File: src/rtl/irq_arb_pkg.sv
package irq_arb_pkg;
    // Control word field positions; the level field is {group, rank}
    localparam int FLAG_BIT = 0;
    localparam int EN_BIT   = 1;
    localparam int LVL_LSB  = 2;
endpackage

File: src/rtl/irq_pick.sv
module irq_pick #(
    parameter int N_SRC = 8,
    parameter int LVL_W = 7,
    parameter int IDX_W = 3
) (
    input  logic [N_SRC-1:0]            cand,
    input  logic [N_SRC-1:0][LVL_W-1:0] lvl,
    output logic                        any,
    output logic [IDX_W-1:0]            idx,
    output logic [LVL_W-1:0]            level
);
    logic [N_SRC:0] seen;
    logic [IDX_W-1:0] best_i [N_SRC+1];
    logic [LVL_W-1:0] best_l [N_SRC+1];

    assign seen[0]   = 1'b0;
    assign best_i[0] = '0;
    assign best_l[0] = '0;

    // Ascending scan; only a strictly higher level replaces, so ties keep the lower index
    for (genvar g = 0; g < N_SRC; g++) begin : g_scan
        logic take;
        assign take        = cand[g] && (!seen[g] || (lvl[g] > best_l[g]));
        assign seen[g+1]   = seen[g] | cand[g];
        assign best_i[g+1] = take ? IDX_W'(g) : best_i[g];
        assign best_l[g+1] = take ? lvl[g]    : best_l[g];
    end

    assign any   = seen[N_SRC];
    assign idx   = best_i[N_SRC];
    assign level = best_l[N_SRC];
endmodule

File: src/rtl/irq_arbiter.sv
module irq_arbiter
    import irq_arb_pkg::*;
#(
    parameter int N_SRC = 8,
    parameter int GRP_W = 4,
    parameter int SUB_W = 3,
    localparam int IDX_W  = (N_SRC > 1) ? $clog2(N_SRC) : 1,
    localparam int LVL_W  = GRP_W + SUB_W,
    localparam int CTRL_W = LVL_LSB + LVL_W
) (
    input  logic              clk,
    input  logic              rst_n,
    input  logic [N_SRC-1:0]  hw_req,
    input  logic              reg_we,
    input  logic [IDX_W-1:0]  reg_addr,
    input  logic [CTRL_W-1:0] reg_wdata,
    output logic [CTRL_W-1:0] reg_rdata,
    input  logic [LVL_W-1:0]  cpu_level,
    input  logic              glob_ie,
    input  logic              cpu_ack,
    output logic              win_valid,
    output logic [IDX_W-1:0]  win_idx,
    output logic [LVL_W-1:0]  win_level,
    output logic              act_req
);
    typedef struct packed {
        logic [N_SRC-1:0]            flag;
        logic [N_SRC-1:0]            en;
        logic [N_SRC-1:0][LVL_W-1:0] lvl;
        logic                        win_v;
        logic [IDX_W-1:0]            win_i;
        logic [LVL_W-1:0]            win_l;
    } arb_state_t;

    arb_state_t q, d;

    logic [N_SRC-1:0] pend_flags;
    logic             pick_any;
    logic [IDX_W-1:0] pick_idx;
    logic [LVL_W-1:0] pick_lvl;
    logic             addr_ok;

    assign pend_flags = q.flag;
    assign addr_ok    = int'(reg_addr) < N_SRC;

    irq_pick #(.N_SRC(N_SRC), .LVL_W(LVL_W), .IDX_W(IDX_W)) u_pick (
        .cand  (q.flag & q.en),
        .lvl   (q.lvl),
        .any   (pick_any),
        .idx   (pick_idx),
        .level (pick_lvl)
    );

    // Offer only a winner that is still pending and enabled right now
    assign act_req = q.win_v && pend_flags[q.win_i] && q.en[q.win_i]
                     && glob_ie && (q.win_l > cpu_level);

    always_comb begin
        d = q;
        if (reg_we && addr_ok) begin
            d.flag[reg_addr] = reg_wdata[FLAG_BIT];
            d.en[reg_addr]   = reg_wdata[EN_BIT];
            d.lvl[reg_addr]  = reg_wdata[CTRL_W-1:LVL_LSB];
        end
        if (cpu_ack && act_req) begin
            d.flag[q.win_i] = 1'b0;
        end
        d.flag  = d.flag | hw_req;
        d.win_v = pick_any;
        if (pick_any) begin
            d.win_i = pick_idx;
            d.win_l = pick_lvl;
        end
    end

    always_ff @(posedge clk) begin
        if (!rst_n) begin
            q <= '0;
        end else begin
            q <= d;
        end
    end

    always_comb begin
        reg_rdata = '0;
        if (addr_ok) begin
            reg_rdata = {q.lvl[reg_addr], q.en[reg_addr], q.flag[reg_addr]};
        end
    end

    assign win_valid = q.win_v;
    assign win_idx   = q.win_i;
    assign win_level = q.win_l;
endmodule

File: config.mk
export PLATFORM = sky130hd
export DESIGN_NAME = irq_arbiter
export DESIGN_NICKNAME = d
export VERILOG_FILES = /design/src/rtl/irq_arb_pkg.sv /design/src/rtl/irq_pick.sv /design/src/rtl/irq_arbiter.sv
export SDC_FILE = /design/constraint.sdc
export NUM_CORES = 1
export LEC_CHECK = 0
export CAP_MARGIN = 40
export CORE_MARGIN = 5
export CORE_UTILIZATION = 25
export CTS_CLUSTER_DIAMETER = 150
export DETAILED_ROUTE_END_ITERATION = 12
export GPL_TIMING_DRIVEN = 0
export SYNTH_ARGS = -nofsm -noshare
export SYNTH_HDL_FRONTEND = slang
export SYNTH_SLANG_ARGS = --single-unit
File: constraint.sdc
create_clock -name clk -period 18.8 [get_ports clk]
set_input_delay 4.7 -clock clk [delete_from_list [all_inputs] [get_ports clk]]
set_output_delay 4.7 -clock clk [all_outputs]
set_load 0.005 [all_outputs]
## Word-level counts from Yosys, hierarchy flattened

Cells that the tools add are included.

| operators by class | value |
|---|---|
| multiplexer cells | 36 |
| shift operators | 0 |
| equal/unequal tests | 0 |
| bitwise gates (word level) | 11 |
| multiply operators | 0 |
| order comparisons | 12 |
| divide/modulo/power cells | 0 |
| add/sub/neg operators | 0 |
| reductions and logical operators | 28 |

Operator list:

| operator | number |
|---|---|
| 2-to-1 mux 72 bit | 1 |
| 2-to-1 mux 7 bit | 10 |
| bitwise mux 56 bit | 1 |
| greater-than comparator 7 bit | 8 |
| binary-select mux 7 bit (select 3 bit) | 1 |
| demux 7 bit (select 3 bit) | 1 |
| 2-to-1 mux 3 bit | 6 |
| AND 8 bit | 2 |
| bitwise mux 8 bit | 2 |
| logical AND 1 bit | 14 |
| binary-select mux 1 bit (select 3 bit) | 4 |
| less-than comparator 3 x 4 -> 1 bit, second input constant | 2 |
| 2-to-1 mux 8 bit | 1 |
| inverter 8 bit | 1 |
| OR 8 bit | 1 |
| zero test 1 bit | 7 |
| logical OR 1 bit | 7 |
| 2-to-1 mux 1 bit | 7 |
| OR 1 bit | 7 |
| demux 1 bit (select 3 bit) | 2 |
| >= comparator 3 x 1 -> 1 bit, second input constant | 2 |

| word-level totals | value |
|---|---|
| memory bits (read-only) | 0 |
| output and inout bits | 21 |
| bits in registers | 83 |
| memories | 0 |
| RAM bits | 0 |
| input bits | 32 |
| latch bits | 0 |

## Longest topological paths before layout

| depth | value |
|---|---|
| word-level depth | 30 |
| gate-level depth with buffers | 77 |
| mapped depth without buffers | 69 |

## Hierarchy

From an unflattened synthesis, not the netlist that was laid out.

| second synthesis, totals | value |
|---|---|
| cell total of the unflattened synthesis | 928 |
| area, all modules | 7,444.6 µm² |

By module, submodules not included:

| module | seq. area each (µm²) | times used | cells each | area an instance (µm²) |
|---|---|---|---|---|
| irq_arbiter | 1,661.6 | 1 | 479 | 4,441.8 |
| irq_pick | 0.0 | 1 | 449 | 3,002.9 |

## Worst setup path after synthesis

OpenSTA, ideal clock, no wires.

| timing | value |
|---|---|
| path kind | reg-to-reg |
| start | register (tool-made name) |
| end | register q (netlist bit win_level[1]) |
| stages on the path, launching flop included | 72 |
| arrival time | 12,718 ps |
| path slack | 5,962 ps |
| setup time | 120 ps |
| data required time | 18,680 ps |
| cells stage by stage | dfxtp_1 and2_4 buf_6 nand2_1 ha_1 and4_1 a21boi_2 o21ai_4 clkbuf_1 nand3_1 o21ai_0 inv_1 ha_1 nor3b_1 o21ai_0 a21oi_1 o311a_1 o21ai_2 [... 36 more ...] nor2b_1 o21ai_0 nand2b_1 a21oi_1 o21ai_0 o21a_1 o21bai_1 clkbuf_1 o21ai_0 ha_1 a21o_1 a211oi_1 a22oi_1 a21oi_1 or4b_1 buf_6 nor2b_1 o31a_1 |

RTL lines:

| element | RTL line | RTL |
|---|---|---|
| end signal, assigned | irq_arbiter.sv:78 | `q <= '0;` |
| end signal, assigned | irq_arbiter.sv:80 | `q <= d;` |
| end, declared | irq_arbiter.sv:35 | `arb_state_t q, d;` |

## Final worst setup path

| timing | value |
|---|---|
| start | register q (netlist bit pend_flags[0]) |
| end | register q (netlist bit win_level[1]) |

| between the ends | value |
|---|---|
| longest elaborated chain between the ends | 30 |

Ends and longest elaborated chain:

| element | RTL line | RTL |
|---|---|---|
| AND 8 bit * | irq_arbiter.sv:47 | `.cand (q.flag & q.en),` |
| 2-to-1 mux 7 bit | irq_pick.sv:26 | `assign best_l[g+1] = take ? lvl[g] : best_l[g];` |
| greater-than comparator 7 bit | irq_pick.sv:23 | `assign take = cand[g] && (!seen[g] \|\| (lvl[g] > best_l[g]));` |
| logical OR 1 bit | irq_pick.sv:23 |  |
| logical AND 1 bit | irq_pick.sv:23 |  |
| 2-to-1 mux 7 bit | irq_pick.sv:26 |  |
| greater-than comparator 7 bit | irq_pick.sv:23 |  |
| logical OR 1 bit | irq_pick.sv:23 |  |
| [... 14 more ...] | - |  |
| greater-than comparator 7 bit | irq_pick.sv:23 |  |
| logical OR 1 bit | irq_pick.sv:23 |  |
| logical AND 1 bit | irq_pick.sv:23 |  |
| 2-to-1 mux 7 bit | irq_pick.sv:26 |  |
| greater-than comparator 7 bit | irq_pick.sv:23 |  |
| logical OR 1 bit | irq_pick.sv:23 |  |
| logical AND 1 bit | irq_pick.sv:23 |  |
| 2-to-1 mux 7 bit | irq_pick.sv:26 |  |

Every way passes the cells marked *; elsewhere a longest branch is shown, timed or not.
A chain may end at the register's enable or synchronous reset.

==> summary.md <==
| Metric | Value |
|---|---|
| Outcome | `finished clean` |
| Max-slew headroom | `0.443` |
| Leading cell types in the layout, fill and taps excluded | `nand2_1, dfxtp_1, a21boi_0, ha_1, inv_1` |
| Clock Pin Slew Worst Setup and Hold Paths | `0.06 ns` |
| Iteration count of the initial detailed-routing pass | `4` |
| HPWL Detailed | `16700 um` |
| Number of global-route vias before repair | `5756` |
| Clock latency of the later-clocked register in the worst-skew pair | `0.34 ns` |
| Vertical die dimension | `171 um` |
| Class of the most critical setup path | `flop to flop` |
| Fraction of final layout cells with drive strength greater than 1 | `0.114` |
| Transition at the pin with the smallest max-transition slack | `0.836 ns` |
| First DRT Iteration DRCs | `489` |
| Post CTS Setup Buffer Count | `0` |
| Global-route wire length before repair | `32300 um` |
| Port Buffers | `40` |
| Synthesis Warnings | `0` |
| CTS sink cnt | `83` |
| Highest attainable clock frequency | `66.2 MHz` |
| CP Data Required Time | `19.04 ns` |
| Post-synthesis to final-layout area growth | `17.2%` |
| Main combinational cell family by area after synthesis | `compound AO/OA/AOI/OAI gates` |
| Antenna cells | `0` |
| Cts hold-fix bufs | `0` |
| Max stage delay on crit path | `0.57 ns` |
| Master of the slowest instance on the critical path | `or4b_1` |
| Hold slack | `0.493 ns` |
| Post-synth EDFFs | `0` |
| Buffer depth of the longest clock path | `2` |
| Flop-to-flop setup slack | `3.68 ns` |
| Post-route DRC | `0` |
| Share of the clock period used by the worst path | `0.804` |
| Total overflow reported by the global router | `0` |
| Clock Root Buffer | `clkbuf_16` |
| Number of instances in the synthesized netlist | `795` |
| Post-synthesis sequential area ratio | `0.258` |
| Post-place setup slack | `3.74 ns` |
| RSZ-0062 raised after global routing | `false` |
| Total CTS buffers | `9` |
| Setup tns final | `0 ns` |
| Critical Path End Type | `flop` |
| Post-layout net count | `927` |
| Via total after detailed routing | `6009` |
| Portion of netlist area occupied by mux cells | `0.150` |
| Max Clock Skew | `0.00478 ns` |
| Initial antenna violation count | `0` |
| Area taken by flip-flops and latches | `1660 sq um` |
| Count of boundary I/O pins | `53` |
| Total setup violations reported at the end of the flow | `0` |
| Total area of multi-input combinational cells | `4370 sq um` |
| Worst EP arrival | `15.35 ns` |
| Final count of pins violating max slew | `0` |
| Routed length per placed instance | `17.7 um` |
| Leakage power figure | `2.71 nW` |
| Largest voltage drop on the vdd net | `0.0526 mV` |
| Pwr dens | `57.1 nW/um^2` |
| Number of placed instances, taps included | `1167` |
| Instance area at placement | `7270 sq um` |
| Post-Syn Area | `6450 sq um` |
| Total nets after synthesis | `874` |
| Crit path setup slack, layout | `3.68 ns` |
| Post-detailed-route via-to-cell ratio | `5.08` |
| Horiz. Die Dim | `171 um` |
| Number of distinct standard cells referenced by the synthesized netlist | `71` |
| CTS resizes | `0` |
| Shortest clock period the worst path allows after layout | `15.12 ns` |
| Fill count | `2721` |
| Leading cell type in the layout, fill and taps excluded | `nand2_1` |
| Finished Cell Area | `7560 sq um` |
| Htree depth | `3` |
| Post-synthesis register bit count | `83` |
| Global-route usage over all layers | `0.143` |
| Standard-cell rows | `58` |
| RD Place Congestion | `0.916` |
| Area fraction in and, or, nand and nor cells after synthesis | `0.208` |
| Placeable core region | `25300 sq um` |
| Per-instance average area after synthesis | `8.11 sq um` |
| Startpoint Class | `flop` |
| Xor/xnor cell area share of the yosys netlist | `0.00136` |
| Share of synthesized cell area in full adder, half adder and majority cells | `0.0912` |
| Number of maximum-capacitance constraint violations | `0` |
| Largest net degree at the start of global routing | `14` |
| WL final | `20900 um` |
| Clock tree from TritonCTS | `yes` |
| Hold violation total from the final report | `0` |
| Most used cell along the critical path | `o21ai_0` |
| Die footprint | `29100 sq um` |
| Crit Path Max Fanout | `10` |
| Layout Cells excl Fill | `1182` |
| Count of nets left with antenna violations after detail routing | `0` |
| Starting Density | `0.255` |
| Asr flop ratio synth | `0` |
| Commonest register cell after synthesis | `dfxtp_1` |
| Min-delay worst type | `flop to flop` |
| Compound-gate portion of the synthesized area | `0.227` |
-- stage by stage --
stage	util	power [mW]
floorplan	-	0.234
global placement	0.287	0.258
detailed placement	0.288	0.259
CTS	0.299	0.433
global route	0.299	0.448
finish	0.299	0.431
-- report_power, final --
part           leakage (nW)  internal, mW  switching [mW]
logic                  1.90        0.0319          0.0354
clock network         0.134         0.102          0.0736
registers             0.674         0.181         0.00705
total                  2.71         0.315           0.116
-- layout make-up --
type | instances | share of cell area
repair buffers | 42 | 0.0546
inverters | 41 | 0.0204
multi-input cells | 618 | 0.578
well taps | 330 | 0.0546
clock inverters | 5 | 0.00729
flip-flops and latches | 83 | 0.220
clock buffers | 10 | 0.0303
plain buffers | 53 | 0.0349
-- cells by family after synthesis --
logic type               count (synthesis)
AO/OA/AOI/OAI                          201
multiplexers                            67
AND/OR/NAND/NOR                        302
buffers and inverters                   94
flip-flops                              83
adder cells (fa/ha/maj)                 47
XOR/XNOR                                 1
-- worst paths after layout --
check	startpoint	end	cells past startpoint
max	pend_flags[0]	win_level[1]	71
max reg2reg	pend_flags[0]	win_level[1]	71
min	flop	flop	2
min reg2reg	flop	flop	2
-- worst max-delay path: cells and delay by family, from the launching register on --
| kind | cells | cell delay [ns] |
|---|---|---|
| compound gates | 30 | 5.51 |
| simple gates | 17 | 3.07 |
| fa+ha+maj | 7 | 2.00 |
| flops | 1 | 0.50 |
| buf+inv | 12 | 2.44 |
| mux | 5 | 1.48 |
-- routing by layer --
| metal | up-vias | global-route usage | share of wire |
|---|---|---|---|
| met4 | 0 | 0.0590 | 0.039 |
| li1 | 2900 | - | - |
| met3 | 35 | 0.0231 | 0.059 |
| met5 | - | 0 | 0 |
| met1 | 2882 | 0.193 | 0.45 |
| met2 | 192 | 0.228 | 0.45 |
-- cell usage after synthesis, types with 2 or more instances --
master | instances | area [sq um]
nand3_1 | 18 | 90.1
a21o_1 | 8 | 60.1
nand2_1 | 180 | 676
mux2_4 | 2 | 30.0
clkbuf_1 | 26 | 97.6
a311oi_1 | 2 | 17.5
o311a_1 | 3 | 30.0
mux2_2 | 26 | 293
a211oi_1 | 2 | 15.0
buf_4 | 11 | 82.6
nand3b_1 | 3 | 22.5
a31oi_1 | 6 | 37.5
nand4_1 | 8 | 50.1
buf_1 | 12 | 45.0
ha_1 | 47 | 588
o21a_1 | 12 | 90.1
mux2i_1 | 18 | 180
dfxtp_1 | 83 | 1660
o21ai_0 | 34 | 170
nor2b_1 | 11 | 68.8
o211ai_1 | 5 | 37.5
and2_1 | 10 | 62.6
nor3_1 | 5 | 25.0
a221oi_1 | 2 | 17.5
o221ai_1 | 5 | 43.8
nand2b_1 | 10 | 62.6
buf_6 | 3 | 33.8
and3_1 | 9 | 56.3
a21oi_1 | 33 | 165
a21boi_0 | 64 | 480
nor2_1 | 37 | 139
inv_1 | 41 | 154
nor3b_1 | 2 | 15.0
mux4_2 | 20 | 450
Note: power is estimated with default switching activity, not from simulation.
